`src/rtl/refdiv_pkg.sv`:
```
// Shared definitions for the reference divider.
// Assumes: ratios are unsigned; the smallest divisible ratio is MIN_RATIO.
package refdiv_pkg;
    typedef enum logic {
        RELOAD_SYNC  = 1'b0,
        RELOAD_FORCE = 1'b1
    } reload_mode_e;

    localparam int unsigned MIN_RATIO = 2;
endpackage

```
`src/rtl/refdiv_ratio_ctl.sv`:
```
// Ratio control: validates incoming ratios, keeps the active and shadow
// ratios, and tells the counter when to reload and with which ratio.
// Assumes: tc is the counter's terminal flag from the same clock domain;
// nothing changes while enable is low.
module refdiv_ratio_ctl #(
    parameter int unsigned W         = 11,
    parameter int unsigned RST_RATIO = 8
) (
    input  logic                      clk,
    input  logic                      rst_n,
    input  logic                      enable,
    input  logic [W-1:0]              ratio_in,
    input  logic                      ratio_ld,
    input  refdiv_pkg::reload_mode_e  mode,
    input  logic                      restart,
    input  logic                      tc,
    output logic                      load_now,
    output logic [W-1:0]              load_val,
    output logic [W-1:0]              active_ratio,
    output logic                      pending
);
    localparam logic [W-1:0] MIN_R = W'(refdiv_pkg::MIN_RATIO);
    localparam logic [W-1:0] RST_V = W'(RST_RATIO);

    logic [W-1:0] active_q, shadow_q;
    logic         pend_q;
    logic         ld_ok, force_ok, sync_ok;

    // Classify the strobe: valid value, then split by reload mode.
    always_comb begin
        ld_ok    = ratio_ld && (ratio_in >= MIN_R);
        force_ok = ld_ok && (mode == refdiv_pkg::RELOAD_FORCE);
        sync_ok  = ld_ok && (mode == refdiv_pkg::RELOAD_SYNC);
    end

    // Pick the reload trigger and value; restart outranks force, force outranks terminal.
    always_comb begin
        load_now = restart || force_ok || tc;
        if (restart)
            load_val = ld_ok ? ratio_in : active_q;
        else if (force_ok)
            load_val = ratio_in;
        else if (sync_ok)
            load_val = ratio_in;
        else if (pend_q)
            load_val = shadow_q;
        else
            load_val = active_q;
    end

    // Ratio registers: adopt on reload, otherwise park synchronous writes.
    always_ff @(posedge clk) begin
        if (!rst_n) begin
            active_q <= RST_V;
            shadow_q <= RST_V;
            pend_q   <= 1'b0;
        end else if (enable) begin
            if (load_now) begin
                active_q <= load_val;
                pend_q   <= 1'b0;
            end else if (sync_ok) begin
                shadow_q <= ratio_in;
                pend_q   <= 1'b1;
            end
        end
    end

    assign active_ratio = active_q;
    assign pending      = pend_q;

    p_hold_off_r7: assert property (@(posedge clk) disable iff (!rst_n)
        !enable |=> $stable(active_q) && $stable(shadow_q) && $stable(pend_q))
        else $error("ratio state moved while disabled");

    p_bad_ratio_r6: assert property (@(posedge clk) disable iff (!rst_n)
        (ratio_ld && (ratio_in < MIN_R) && !restart && !tc)
        |=> $stable(active_q) && $stable(shadow_q) && $stable(pend_q))
        else $error("invalid ratio changed state");

    p_pend_src_r3: assert property (@(posedge clk) disable iff (!rst_n)
        $rose(pend_q) |-> $past(ratio_ld && (mode == refdiv_pkg::RELOAD_SYNC)))
        else $error("pending rose without a synchronous strobe");

    p_force_clr_r5: assert property (@(posedge clk) disable iff (!rst_n)
        (enable && force_ok) |=> !pend_q)
        else $error("forced load left a pending ratio");

    p_restart_clr_r8: assert property (@(posedge clk) disable iff (!rst_n)
        (enable && restart) |=> !pend_q)
        else $error("restart left a pending ratio");

    p_active_min_r6: assert property (@(posedge clk) disable iff (!rst_n)
        active_q >= MIN_R)
        else $error("active ratio below minimum");
endmodule

```
`src/rtl/refdiv_counter.sv`:
```
// Down counter: runs from ratio-1 to 0 and flags the 0 state as terminal.
// Assumes: load_val is always at least 2, so a reload never lands on 0.
module refdiv_counter #(
    parameter int unsigned W         = 11,
    parameter int unsigned RST_RATIO = 8
) (
    input  logic          clk,
    input  logic          rst_n,
    input  logic          enable,
    input  logic          load_now,
    input  logic [W-1:0]  load_val,
    output logic [W-1:0]  count,
    output logic          tc
);
    localparam logic [W-1:0] ONE   = W'(1);
    localparam logic [W-1:0] RST_C = W'(RST_RATIO - 1);

    logic [W-1:0] count_q;

    // Count state: reload on request, step down otherwise, freeze when disabled.
    always_ff @(posedge clk) begin
        if (!rst_n)
            count_q <= RST_C;
        else if (enable) begin
            if (load_now)
                count_q <= load_val - ONE;
            else
                count_q <= count_q - ONE;
        end
    end

    assign count = count_q;
    assign tc    = (count_q == '0);

    p_hold_cnt_r7: assert property (@(posedge clk) disable iff (!rst_n)
        !enable |=> $stable(count_q))
        else $error("count moved while disabled");

    p_no_wrap_r2: assert property (@(posedge clk) disable iff (!rst_n)
        (enable && tc) |=> !tc)
        else $error("terminal state repeated");
endmodule

```
`src/rtl/refdiv_top.sv`:
```
// Reference divider top: wires ratio control to the down counter and
// gates the terminal flag into the output pulse.
// Assumes: a single clock; all inputs synchronous to clk.
module refdiv_top #(
    parameter int unsigned RATIO_W   = 11,
    parameter int unsigned RST_RATIO = 8
) (
    input  logic               clk,
    input  logic               rst_n,
    input  logic               enable,
    input  logic [RATIO_W-1:0] ratio_in,
    input  logic               ratio_ld,
    input  logic               force_mode,
    input  logic               restart,
    output logic               div_pulse,
    output logic               pending
);
    logic                 tc, load_now;
    logic [RATIO_W-1:0]   load_val, active_ratio, count;
    refdiv_pkg::reload_mode_e mode;

    assign mode = refdiv_pkg::reload_mode_e'(force_mode);

    refdiv_ratio_ctl #(.W(RATIO_W), .RST_RATIO(RST_RATIO)) ctl_i (
        .clk(clk), .rst_n(rst_n), .enable(enable),
        .ratio_in(ratio_in), .ratio_ld(ratio_ld), .mode(mode),
        .restart(restart), .tc(tc),
        .load_now(load_now), .load_val(load_val),
        .active_ratio(active_ratio), .pending(pending)
    );

    refdiv_counter #(.W(RATIO_W), .RST_RATIO(RST_RATIO)) cnt_i (
        .clk(clk), .rst_n(rst_n), .enable(enable),
        .load_now(load_now), .load_val(load_val),
        .count(count), .tc(tc)
    );

    // Output pulse: terminal state while running.
    assign div_pulse = enable && tc;

    p_pulse_gap_r2: assert property (@(posedge clk) disable iff (!rst_n)
        div_pulse |=> !div_pulse)
        else $error("pulse wider than one clock");

    p_count_lt_active_r2: assert property (@(posedge clk) disable iff (!rst_n)
        count < active_ratio)
        else $error("count outside active period");
endmodule

```
`config.mk`:
```
export PLATFORM = sky130hd
export DESIGN_NAME = refdiv_top
export DESIGN_NICKNAME = d
export VERILOG_FILES = /design/src/rtl/refdiv_pkg.sv /design/src/rtl/refdiv_ratio_ctl.sv /design/src/rtl/refdiv_counter.sv /design/src/rtl/refdiv_top.sv
export SDC_FILE = /design/constraint.sdc
export NUM_CORES = 1
export LEC_CHECK = 0
export BUFFER_PORTS_ARGS = -buffer_cell sky130_fd_sc_hd__buf_4
export CAP_MARGIN = 20
export CORE_ASPECT_RATIO = 2
export CORE_MARGIN = 2
export CORE_UTILIZATION = 63
export CTS_CLUSTER_DIAMETER = 200
export DETAILED_ROUTE_END_ITERATION = 8
export PLACE_DENSITY_LB_ADDON = 0.25
export SYNTH_ARGS = -nofsm -noshare
export SYNTH_HDL_FRONTEND = slang
export SYNTH_SLANG_ARGS = --single-unit
```
`constraint.sdc`:
```
create_clock -name clk -period 8.5 [get_ports clk]
set_input_delay 1.275 -clock clk [delete_from_list [all_inputs] [get_ports clk]]
set_output_delay 1.275 -clock clk [all_outputs]
set_load 0.01 [all_outputs]
```
## After elaboration in Yosys (flattened, before gate mapping)

Index checks and enable logic that the tools add are counted.

- Bits in registers: 34
- Bits in latches: 0
- Memory bits (writable): 0
- Memory bits (read-only): 0
- Input port bits: 17
- Output and inout port bits: 2
- Logic and storage cells: 28
- Memories: 0

- Add/subtract/negate cells: 2
- Multipliers: 0
- Div/mod/pow operators: 0
- $lt $le $gt $ge: 1
- Eq/ne operators: 0
- Shift-type cells: 0
- Muxes and demuxes: 8
- Bitwise logic cells: 2
- Reduce and logical (&&, ||, !) cells: 11

Operators by type and width:

| kind | number |
|---|---|
| two-way mux 11 bit | 6 |
| subtractor 11 x 1 -> 11 bit, second input constant | 2 |
| greater-or-equal comparator 11 x 2 -> 1 bit, second input constant | 1 |
| zero test 11 bit | 1 |
| logical AND 1 bit | 4 |
| AND reduction 2 bit | 2 |
| AND reduction 3 bit | 1 |
| logical OR 1 bit | 2 |
| two-way mux 1 bit | 2 |
| inverter 1 bit | 2 |
| nonzero test 2 bit | 1 |

## Longest topological paths before layout

Gate-level depths: netlist of run 1.

- Depth after elaboration: 8
- Mapped depth: 14
- Gate-level depth less buffers: 13

## Hierarchy

From an unflattened synthesis of run 1, not the netlist that was laid out.

- Cells, all modules: 239
- Area, all modules: 2003.2 um^2

Modules (own cells, without submodules):

| module | times used | cells each | area an instance (um^2) | seq. area each (um^2) |
|---|---|---|---|---|
| refdiv_ratio_ctl | 1 | 131 | 1173.6 | 460.4 |
| refdiv_counter | 1 | 107 | 823.3 | 220.2 |
| refdiv_top | 1 | 1 | 6.3 | 0.0 |

## Worst setup path before layout of run 1

Ideal clock, no wire load.

- Path kind: in2reg
- Start point: input port ratio_in[9]
- End point: register cnt_i.count_q[8] (netlist: cnt_i.count[8])
- Library setup time: 81 ps
- Arrival time: 4390 ps
- Required time: 8419 ps
- Setup slack: 4029 ps
- Cell stages on the path: 14
- Buffers on the path: 2
- Cells stage by stage: or4_4 > o31a_1 > a21o_1 > buf_6 > clkbuf_1 > mux2i_1 > ha_1 > nand2_1 > mux2_2 > a221o_1 > a21oi_4 > xnor2_1 > nand2_1 > a41oi_1

- Word-level cells in the longest chain between the ends: 8
- Elaborated cells on any way between the ends: 12
- Classes of those cells: add/sub: 1; order compare: 1; mux: 5; reduce/logical: 5

RTL lines:

| item | line | text |
|---|---|---|
| from (decl) | refdiv_top.sv:11 | `input logic [RATIO_W-1:0] ratio_in,` |
| greater-or-equal comparator 11 x 2 -> 1 bit * | refdiv_ratio_ctl.sv:31 | `ld_ok = ratio_ld && (ratio_in >= MIN_R);` |
| logical AND 1 bit * | refdiv_ratio_ctl.sv:31 |  |
| logical AND 1 bit | refdiv_ratio_ctl.sv:33 | `sync_ok = ld_ok && (mode == refdiv_pkg::RELOAD_SYNC);` |
| two-way mux 11 bit | refdiv_ratio_ctl.sv:43 | `else if (sync_ok)` |
| two-way mux 11 bit | refdiv_ratio_ctl.sv:41 | `else if (force_ok)` |
| two-way mux 11 bit | refdiv_ratio_ctl.sv:39 | `if (restart)` |
| subtractor 11 x 1 -> 11 bit | refdiv_counter.sv:26 | `count_q <= load_val - ONE;` |
| two-way mux 11 bit * | refdiv_counter.sv:25 | `if (load_now)` |
| to (signal assigned) | refdiv_counter.sv:26 |  |
| to (signal assigned) | refdiv_counter.sv:28 | `count_q <= count_q - ONE;` |
| to (decl) | refdiv_counter.sv:18 | `logic [W-1:0] count_q;` |

Mark *: on every way between the ends. The rest lies on a longest branch, timed or not.
A chain may end at the register's enable or synchronous reset.

## Worst setup path in the final report of run 1

- Start point: input port ratio_in[9]
- End point: register cnt_i.count_q[10] (netlist: cnt_i.count[10])

- Word-level cells in the longest chain between the ends: 8
- Elaborated cells on any way between the ends: 12
- Classes of those cells: add/sub: 1; order compare: 1; mux: 5; reduce/logical: 5

RTL lines:

| item | line |
|---|---|
| greater-or-equal comparator 11 x 2 -> 1 bit | refdiv_ratio_ctl.sv:31 |
| logical AND 1 bit | refdiv_ratio_ctl.sv:31 |
| logical AND 1 bit | refdiv_ratio_ctl.sv:33 |
| two-way mux 11 bit | refdiv_ratio_ctl.sv:43 |
| two-way mux 11 bit | refdiv_ratio_ctl.sv:41 |
| two-way mux 11 bit | refdiv_ratio_ctl.sv:39 |
| subtractor 11 x 1 -> 11 bit | refdiv_counter.sv:26 |
| two-way mux 11 bit * | refdiv_counter.sv:25 |

Marks and branches as above.

==> results_dict.tcl, run 1 <==
set metrics [dict create \
    hold_class "flip-flop to flip-flop" \
    clkPwrFrac_pct 33.3 \
    dieArea_um2 3804 \
    p_total_w 0.0003705 \
    firstDrtPassIters 5 \
    end_kind "flip-flop" \
    p_comb_share_pct 19.4 \
    vias 2102 \
    netSwitchingFraction_pct 29.50 \
    layout-drive-gt1-share_pct 11.81 \
    cts.reportedPaths.clkPinSlew_ns 0.07 \
    dp_hpwl_um 3976 \
    powerDensity_nw_per_um2 162.2 \
    fin_nets 305 \
    ant_nets 0 \
    p_seq_share_pct 47.3 \
    p_sw_w 0.0001093 \
    synth-seq-cells 34 \
    power.internal_w 0.0002612 \
    antenna_cells 0 \
    relSlewSlack_pct 43.50 \
    cts_buffer_depth 2 \
    wl_per_cell_um 17.08 \
    tns_ns 0 \
    start_util_pct 65.87 \
    io_pins 19 \
    syn_nets 296 \
    io_buffers 18 \
    crit_arrival_ns 4.82 \
    drc 0 \
    die_y_um 85.25 \
    cts-resized-gates 0 \
    crit_required_ns 8.67 \
    synth_area_um2 2079 \
    ys_seq_area_share_pct 32.73 \
    area_growth_syn_to_layout_pct 9.807 \
    cts_setup_buffers 0 \
    max_freq_ghz 0.2147 \
    setup.worst_path.class "primary input to flip-flop" \
    hold_buffers 0 \
    overflow 0 \
    worst_ir_drop_vdd_mv 0.1706 \
    leakage_nw 0.8132 \
    clk_latency_ns 0.28 \
    hold_violations 0 \
    worst_pin_slew_ns 0.8425 \
    cts_root_buf "clkbuf_8" \
    async_flop_share_pct 0 \
    antenna_found_initial 0 \
    setup_viol 0 \
    max_cap_viol_count 0 \
    slew_violations 0 \
    place_area_um2 2192 \
    drt-initial-drc-count 92 \
    grt_pass1_wl_um 9045 \
    rsz0062_at_grt "false" \
    coreArea_um2 3157 \
    avgSynthCellArea_um2 7.480 \
    crit_fanout 18 \
    routed_via_density 6.589 \
    ys_warn_count 0 \
    hold_slack_ns 0.4561 \
    grt_pass1_vias 2072 \
    grt_max_degree 28 \
    grtUsageTotal_pct 31.66 \
    cts_num_sinks 34 \
    cts-htree-levels 2 \
    synth_edf_count 0 \
    cp-start-kind "primary input" \
    tritoncts "yes" \
    syn_inst 278 \
    cts_buffers 5 \
    num_rows 29 \
    routabilityCongestion 0.9180 \
    final_cell_area_um2 2283 \
    chipWidth_um 44.63 \
    yosys_most_used_dff "dfxtp_1" \
    fin_skew_ns 0.007215 \
    fin_crit_sh_pct 54.79 \
    period_needed_ns 4.657 \
    yosysUniqueCellTypes 50 \
    status "finished clean" \
    routed_wl_um 5450 \
    fill_cells 270 \
]
[final timing paths]
kind	from	endpoint	slack, ns	cells after the start
max	ratio_in[9]	cnt_i.count[10]	3.84	13
min	ctl_i.shadow_q[4]	ctl_i.shadow_q[4]	0.46	2
max reg2reg	cnt_i.count[4]	cnt_i.count[10]	4.60	12
min reg2reg	ctl_i.shadow_q[4]	ctl_i.shadow_q[4]	0.46	2
[area by class of cell]
cell class | count | area [µm²] | share of cell area, %
Multi-Input combinational cell | 222 | 1308 | 57.26
Tap cell | 31 | 38.79 | 1.699
Clock inverter | 1 | 5.005 | 0.2192
Clock buffer | 7 | 86.33 | 3.781
Sequential cell | 34 | 680.7 | 29.81
Timing Repair Buffer | 20 | 150.1 | 6.575
Inverter | 4 | 15.01 | 0.6575
[per-stage QoR]
step	std cells	utilization (%)	setup slack [ns]
finish	319	72.33	3.843
detailed placement	311	69.44	3.626
floorplan	278	-	4.029
global route	319	72.33	3.580
global placement	311	69.44	3.728
CTS	319	72.33	3.891
[power groups by stage]
| stage | Clock [W] | Combinational [W] | Sequential (W) |
|---|---|---|---|
| finish | 0.000123 | 0.0000720 | 0.000175 |
| detailed placement | 0 | 0.0000705 | 0.000179 |
| CTS | 0.000124 | 0.0000710 | 0.000175 |
| global route | 0.000130 | 0.0000795 | 0.000177 |
| floorplan | 0 | 0.0000514 | 0.000176 |
| global placement | 0 | 0.0000694 | 0.000178 |
[registers in the layout, summed over array words and instances (netlist names)]
name	flops
ctl_i.pending	1
ctl_i.shadow_q	11
cnt_i.count	11
ctl_i.active_ratio	11
[synth_stat cells (2+ instances only)]
library cell	count	area, µm²
o21ai_0	18	90.09
nand2b_1	2	12.51
nor3_1	8	40.04
mux2_2	2	22.52
dfxtp_1	34	680.7
nand4b_1	2	17.52
nand2_1	60	225.2
xor2_1	2	17.52
o21ai_1	4	20.02
a21oi_1	29	145.1
nor2_1	17	63.81
nor2b_1	2	12.51
o31ai_1	3	22.52
xnor2_1	2	17.52
o211ai_1	4	30.03
a21boi_0	2	15.01
inv_1	4	15.01
a31oi_1	5	31.28
nand3_1	4	20.02
mux2i_1	19	190.2
and3_1	2	12.51
o31a_1	3	26.28
and2_1	3	18.77
or3_1	2	12.51
a21o_1	2	15.01
nor4_1	3	18.77
clkbuf_1	15	56.30
o311ai_0	2	17.52
nor3b_1	2	15.01
[layer usage]
layer  global-route usage (%)  up-vias  routed length (µm)
met1                    35.88      967                2064
met5                        0        -                   0
met2                    52.70       94                2877
li1                         -     1022                   -
met4                    20.11        0                 179
met3                    4.255       19                 328
[logic make-up after synthesis]
kind of cell / count (synthesis) / synth area share [%]
AO/OA/AOI/OAI: 87 / 26.84
XOR/XNOR: 4 / 1.685
adder cells (fa/ha/maj): 1 / 0.6016
buffers and inverters: 22 / 4.391
flip-flops: 34 / 32.73
multiplexers: 21 / 10.23
AND/OR/NAND/NOR: 109 / 23.53
[layout by cell type (no fill, tap or decap), drive strengths merged, types with 3 or more instances in the layout]
cell type / n
o31a: 3
buf: 20
o21ai: 22
nor3: 8
dfxtp: 34
mux2i: 19
nand3: 4
nand2: 60
nor4: 3
a21oi: 30
inv: 4
clkbuf: 7
nor2: 17
a31oi: 5
o211ai: 4
o31ai: 4
and2: 3
[critical path, cell delays in order]
cell,delay [ns]
buf_4,0.12
or4_4,0.55
o31a_1,0.42
a21o_1,0.44
mux2i_1,0.29
ha_1,0.30
nand2_1,0.10
mux2_2,0.28
a221o_1,0.46
a21oi_4,0.20
nand3_1,0.12
mux2i_1,0.20
o21ai_1,0.08
No activity file was read; power rests on OpenSTA's default activity.
==> run 2, diff against run 1 <==
--- a/config.mk
+++ b/config.mk
@@ -9,7 +9,7 @@
 export CAP_MARGIN = 20
 export CORE_ASPECT_RATIO = 2
 export CORE_MARGIN = 2
-export CORE_UTILIZATION = 63
+export CORE_UTILIZATION = 53
 export CTS_CLUSTER_DIAMETER = 200
 export DETAILED_ROUTE_END_ITERATION = 8
 export PLACE_DENSITY_LB_ADDON = 0.25
==> constraint.sdc (replaced) <==
create_clock -name clk -period 3.8 [get_ports clk]
set_input_delay 0.57 -clock clk [delete_from_list [all_inputs] [get_ports clk]]
set_output_delay 0.57 -clock clk [all_outputs]
set_load 0.01 [all_outputs]
==> run 2 against run 1 <==
  * Global-route usage fell by 3.2 points
  * Sequential cell count did not move
  * Wire length rose by 1.7%
  * Utilization fell by 10 points
  * Critical path depth did not move
==> results_dict.tcl, run 2 (synthesis results as in run 1) <==
set metrics [dict create \
    crit_arrival_ns 3.73 \
    cts.reportedPaths.clkPinSlew_ns 0.08 \
    hold_class "flip-flop to flip-flop" \
    cts_root_buf "clkbuf_8" \
    cts-resized-gates 0 \
    cp-startpoint "ratio_in[1]" \
    p_seq_share_pct 46.6 \
    relSlewSlack_pct 53.01 \
    crit_fanout 11 \
    setup_viol 0 \
    start_util_pct 54.67 \
    cp-start-kind "primary input" \
    powerDensity_nw_per_um2 354.8 \
    cts-htree-levels 2 \
    routabilityCongestion 0.8913 \
    hold_path.startpoint "ctl_i.shadow_q[6]" \
    clkPwrFrac_pct 33.3 \
    area_growth_syn_to_layout_pct 13.90 \
    drc 0 \
    layout-drive-gt1-share_pct 14.19 \
    setup.worst_path.class "primary input to flip-flop" \
    hold_violations 0 \
    crit_required_ns 4.00 \
    worst_ir_drop_vdd_mv 0.3399 \
    drt-initial-drc-count 50 \
    num_rows 32 \
    grt_max_degree 28 \
    rsz0062_at_grt "false" \
    max_freq_ghz 0.2838 \
    leakage_nw 0.8522 \
    cts_setup_buffers 0 \
    dp_hpwl_um 4112 \
    fin_crit_sh_pct 92.73 \
    status "finished clean" \
    cp_slowest_cell "or4_4" \
    tns_ns 0 \
    dieArea_um2 4471 \
    io_pins 19 \
    routed_via_density 6.000 \
    coreArea_um2 3804 \
    overflow 0 \
    slew_violations 0 \
    cts_num_sinks 34 \
    netSwitchingFraction_pct 29.64 \
    cts_buffer_depth 2 \
    chipWidth_um 48.29 \
    end_kind "flip-flop" \
    antenna_found_initial 0 \
    io_buffers 18 \
    slowest_delay_ns 0.51 \
    fin_nets 313 \
    clk_latency_ns 0.29 \
    tritoncts "yes" \
    antenna_cells 0 \
    ant_nets 0 \
    hold_slack_ns 0.4576 \
    routed_wl_um 5545 \
    cts_buffers 5 \
    worst_pin_slew_ns 0.7040 \
    grtUsageTotal_pct 28.47 \
    grt_pass1_vias 2023 \
    period_needed_ns 3.524 \
    cp_common_cell "nand2_1" \
    hold_buffers 0 \
    fin_skew_ns 0.009998 \
    wl_per_cell_um 15.98 \
    die_y_um 92.59 \
    vias 2082 \
    final_common_cell "nand2_1" \
    grt_pass1_wl_um 9225 \
    p_comb_share_pct 20.1 \
    firstDrtPassIters 4 \
    fill_cells 381 \
    power.internal_w 0.0005913 \
    max_cap_viol_count 0 \
    final_cell_mix "nand2_1, dfxtp_1, a21oi_1, buf_4, mux2i_1" \
    path_cells "buf_4, or4_4, o31a_1, a21o_1, mux2i_1, ha_1, nand2_1, mux2_2, a221o_1, a21oi_4, xnor2_1, nand2_1, a41oi_1" \
    rr_startpoint "cnt_i.count[2]" \
    p_sw_w 0.0002491 \
]
run 2: cell type report:
cell class                      instances  area [µm²]  area share (%)
Clock buffer                            7       86.33           3.645
Timing Repair Buffer                   28       210.2           8.875
Multi-Input combinational cell        222        1308           55.20
Tap cell                               51       63.81           2.694
Clock inverter                          1       5.005          0.2113
Sequential cell                        34       680.7           28.74
Inverter                                4       15.01          0.6339
run 2: critical path: cells and delay by family:
kind | cells | cell delay [ns]
compound gates | 5 | 1.53
simple gates | 3 | 0.65
fa+ha+maj | 1 | 0.22
xor+xnor | 1 | 0.13
mux | 2 | 0.49
buf+inv | 1 | 0.13
run 2: power groups by stage:
stage | Combinational (W) | Sequential, W | Clock (W)
after floorplan | 0.000115 | 0.000395 | 0
after global placement | 0.000165 | 0.000399 | 0
after detailed placement | 0.000167 | 0.000399 | 0
after CTS | 0.000168 | 0.000391 | 0.000282
after global routing | 0.000188 | 0.000394 | 0.000296
final | 0.000169 | 0.000392 | 0.000280
run 2: per-layer routing:
layer / up-vias / share of wire (%) / routed length, µm / global-route usage [%]
li1: 1039 / - / - / -
met1: 971 / 40 / 2214 / 32.35
met2: 63 / 54 / 3013 / 48.68
met3: 9 / 3.6 / 198 / 4.288
met4: 0 / 2.1 / 117 / 11.94
met5: - / 0 / 0 / 0
run 2: stage by stage:
stage / util (%) / instances / power, W / setup WS (ns) / area, µm²
after floorplan: - / 278 / 0.0005097 / 0.03394 / 2079
after global placement: 59.87 / 339 / 0.0005639 / 0.08733 / 2277
after detailed placement: 59.87 / 339 / 0.0005666 / 0.02368 / 2277
after CTS: 62.27 / 347 / 0.0008414 / 0.2907 / 2369
after global routing: 62.27 / 347 / 0.0008778 / 0.01883 / 2369
final: 62.27 / 347 / 0.0008404 / 0.2764 / 2369
run 2: worst paths after layout:
path / end / slack (ns) / depth (start not counted)
setup reg to reg: cnt_i.count[8] / 0.52 / 13
hold reg to reg: ctl_i.shadow_q[6] / 0.46 / 2
hold / removal: ctl_i.shadow_q[6] / 0.46 / 2
setup / recovery: cnt_i.count[8] / 0.28 / 13
==> run 3, diff against run 2 <==
--- a/config.mk
+++ b/config.mk
@@ -7,9 +7,11 @@
 export LEC_CHECK = 0
 export BUFFER_PORTS_ARGS = -buffer_cell sky130_fd_sc_hd__buf_4
 export CAP_MARGIN = 20
+export CELL_PAD_IN_SITES_DETAIL_PLACEMENT = 0
+export CELL_PAD_IN_SITES_GLOBAL_PLACEMENT = 1
 export CORE_ASPECT_RATIO = 2
 export CORE_MARGIN = 2
-export CORE_UTILIZATION = 53
+export CORE_UTILIZATION = 39
 export CTS_CLUSTER_DIAMETER = 200
 export DETAILED_ROUTE_END_ITERATION = 8
 export PLACE_DENSITY_LB_ADDON = 0.25
==> run 3 against run 2 <==
  * Cell area grew 0.79%
  * Worst setup slack better by 0.060 ns
  * Fmax rose by 1.7%
  * Worst hold slack lost 0.0032 ns
  * Clock skew shrank 0.0034 ns
  * Register-to-register slack is essentially flat
  * Sequential power about the same
  * Wire length is 9.9% higher
  * Global-route usage decreased by 6.8 points
  * Count of clock-buffer cells in the layout is the same
  * Via count increased by 0.19%
  * Clock power shrank 8.6%
  * Largest cell class unchanged
==> results_dict.tcl, run 3 (synthesis results as in run 1) <==
set metrics [dict create \
    cts_buffers 5 \
    setup_viol 0 \
    fin_nets 316 \
    antenna_cells 0 \
    rsz0062_at_grt "false" \
    cts-resized-gates 0 \
    final_cell_mix "nand2_1, dfxtp_1, buf_4, a21oi_1, mux2i_1" \
    powerDensity_nw_per_um2 345.2 \
    overflow 0 \
    worst_pin_slew_ns 0.7699 \
    whs_endpoint "ctl_i.shadow_q[4]" \
    cp-startpoint "ratio_in[5]" \
    cts_buffer_depth 2 \
    grt_pass1_vias 2088 \
    clk_latency_ns 0.29 \
    p_sw_w 0.0002500 \
    chipWidth_um 55.64 \
    cp-start-kind "primary input" \
    end_kind "flip-flop" \
    final_common_cell "nand2_1" \
    grt_pass1_wl_um 10140 \
    max_cap_viol_count 0 \
    hold_path.startpoint "ctl_i.shadow_q[4]" \
    r2r-end "cnt_i.count[8]" \
    setup.worst_path.class "primary input to flip-flop" \
    worstSetupPathDepth 13 \
    cts_num_sinks 34 \
    path_cells "buf_4, or3_1, o31a_1, a21o_1, mux2i_1, ha_1, nand2_1, mux2_2, a221o_1, a21oi_4, xnor2_1, nand2_1, a41oi_1" \
    coreArea_um2 5139 \
    slowest_delay_ns 0.45 \
    p_comb_share_pct 21.4 \
    worst_ir_drop_vdd_mv 0.2740 \
    clkPwrFrac_pct 31.0 \
    cts_setup_buffers 0 \
    num_rows 37 \
    cts_root_buf "clkbuf_8" \
    cts.reportedPaths.clkPinSlew_ns 0.07 \
    netSwitchingFraction_pct 30.34 \
    grt_max_degree 28 \
    tns_ns 0 \
    p_seq_share_pct 47.6 \
    die_y_um 107.3 \
    max_freq_ghz 0.2887 \
    leakage_nw 0.8561 \
    status "finished clean" \
    io_buffers 18 \
    relSlewSlack_pct 48.62 \
    fin_crit_sh_pct 91.15 \
    routabilityCongestion 0.8421 \
    critPathTopFamily "compound AO/OA/AOI/OAI gates" \
    antenna_found_initial 0 \
    vias 2086 \
    power.internal_w 0.0005741 \
    critPathBufInv 1 \
    period_needed_ns 3.464 \
    fin_skew_ns 0.006549 \
    routed_via_density 5.860 \
    slew_violations 0 \
    cts-htree-levels 2 \
    hold_violations 0 \
    tritoncts "yes" \
    crit_fanout 7 \
    r2r_setup_slack_ns 0.51 \
    drc 0 \
    whs_path_depth 2 \
    ant_nets 0 \
    hold_class "flip-flop to flip-flop" \
    cp_common_cell "nand2_1" \
    io_pins 19 \
    wl_per_cell_um 17.11 \
    routed_wl_um 6092 \
    firstDrtPassIters 4 \
    reg2reg_depth 13 \
    dp_hpwl_um 4527 \
    start_util_pct 40.47 \
    crit_required_ns 4.01 \
    grtUsageTotal_pct 21.68 \
    hold_buffers 0 \
    crit_arrival_ns 3.67 \
    cp_slowest_cell "or3_1" \
    hold_slack_ns 0.4544 \
    layout-drive-gt1-share_pct 14.77 \
    drt-initial-drc-count 62 \
    area_growth_syn_to_layout_pct 14.80 \
    dieArea_um2 5968 \
    rr_startpoint "cnt_i.count[2]" \
]
## run 3: cell types whose count changed in the layout (fill, tap and decap cells not counted)
cell      change
buf_4         +3
clkbuf_1      +1
clkbuf_8      -1
clkinv_2      -1
nor2b_1       -1
nor2b_2       +1
## run 3: metrics by stage
step / cell area (µm²) / power, W / worst slack [ns] / instances / util, %
floorplan: 2079 / 0.0005097 / 0.03394 / 278 / -
global placement: 2311 / 0.0005733 / 0.1211 / 349 / 44.97
detailed placement: 2311 / 0.0005744 / 0.02628 / 349 / 44.97
CTS: 2387 / 0.0008309 / 0.3222 / 356 / 46.46
global route: 2387 / 0.0008677 / 0.08038 / 356 / 46.46
finish: 2387 / 0.0008241 / 0.3363 / 356 / 46.46
## run 3: cell type report
class,count,area (µm²)
inverters,4,15.01
clock buffers,7,76.32
well taps,58,72.57
flip-flops and latches,34,680.7
fillers,534,2751
repair buffers,31,232.7
multi-input cells,222,1310
## run 3: power groups by stage
| stage | Clock [W] | Combinational (W) | Sequential, W |
|---|---|---|---|
| global route | 0.000279 | 0.000194 | 0.000395 |
| detailed placement | 0 | 0.000174 | 0.000400 |
| global placement | 0 | 0.000173 | 0.000400 |
| CTS | 0.000264 | 0.000175 | 0.000392 |
| finish | 0.000256 | 0.000176 | 0.000392 |
| floorplan | 0 | 0.000115 | 0.000395 |
## run 3: worst register-to-register path, cell delays in order (launching register included)
cell	delay (ns)
dfxtp_1	0.36
nor4_1	0.34
buf_4	0.19
a31o_2	0.23
a21o_1	0.19
mux2i_1	0.27
ha_1	0.23
nand2_1	0.08
mux2_2	0.26
a221o_1	0.45
a21oi_4	0.19
xnor2_1	0.13
nand2_1	0.07
a41oi_1	0.22
## run 3: how the worst max path moves through the flow
| stage | slack [ns] | endpoint |
|---|---|---|
| 2_1_floorplan | 0.03 | cnt_i.count[8] |
| 3_3_place_gp | 0.12 | cnt_i.count[8] |
| 4_1_cts | 0.32 | cnt_i.count[8] |
| 6_report | 0.34 | cnt_i.count[8] |
| 5_1_grt | 0.08 | cnt_i.count[8] |
| 3_5_place_dp | 0.03 | cnt_i.count[8] |
## run 3: routing by layer
metal | share of wire [%] | track usage, % | up-vias | wire [µm]
met5 | 0 | 0 | - | 0
met4 | 4.1 | 11.50 | 0 | 247
met3 | 3.9 | 3.005 | 19 | 236
met2 | 53 | 40.14 | 67 | 3221
met1 | 39 | 23.13 | 964 | 2387
li1 | - | - | 1036 | -
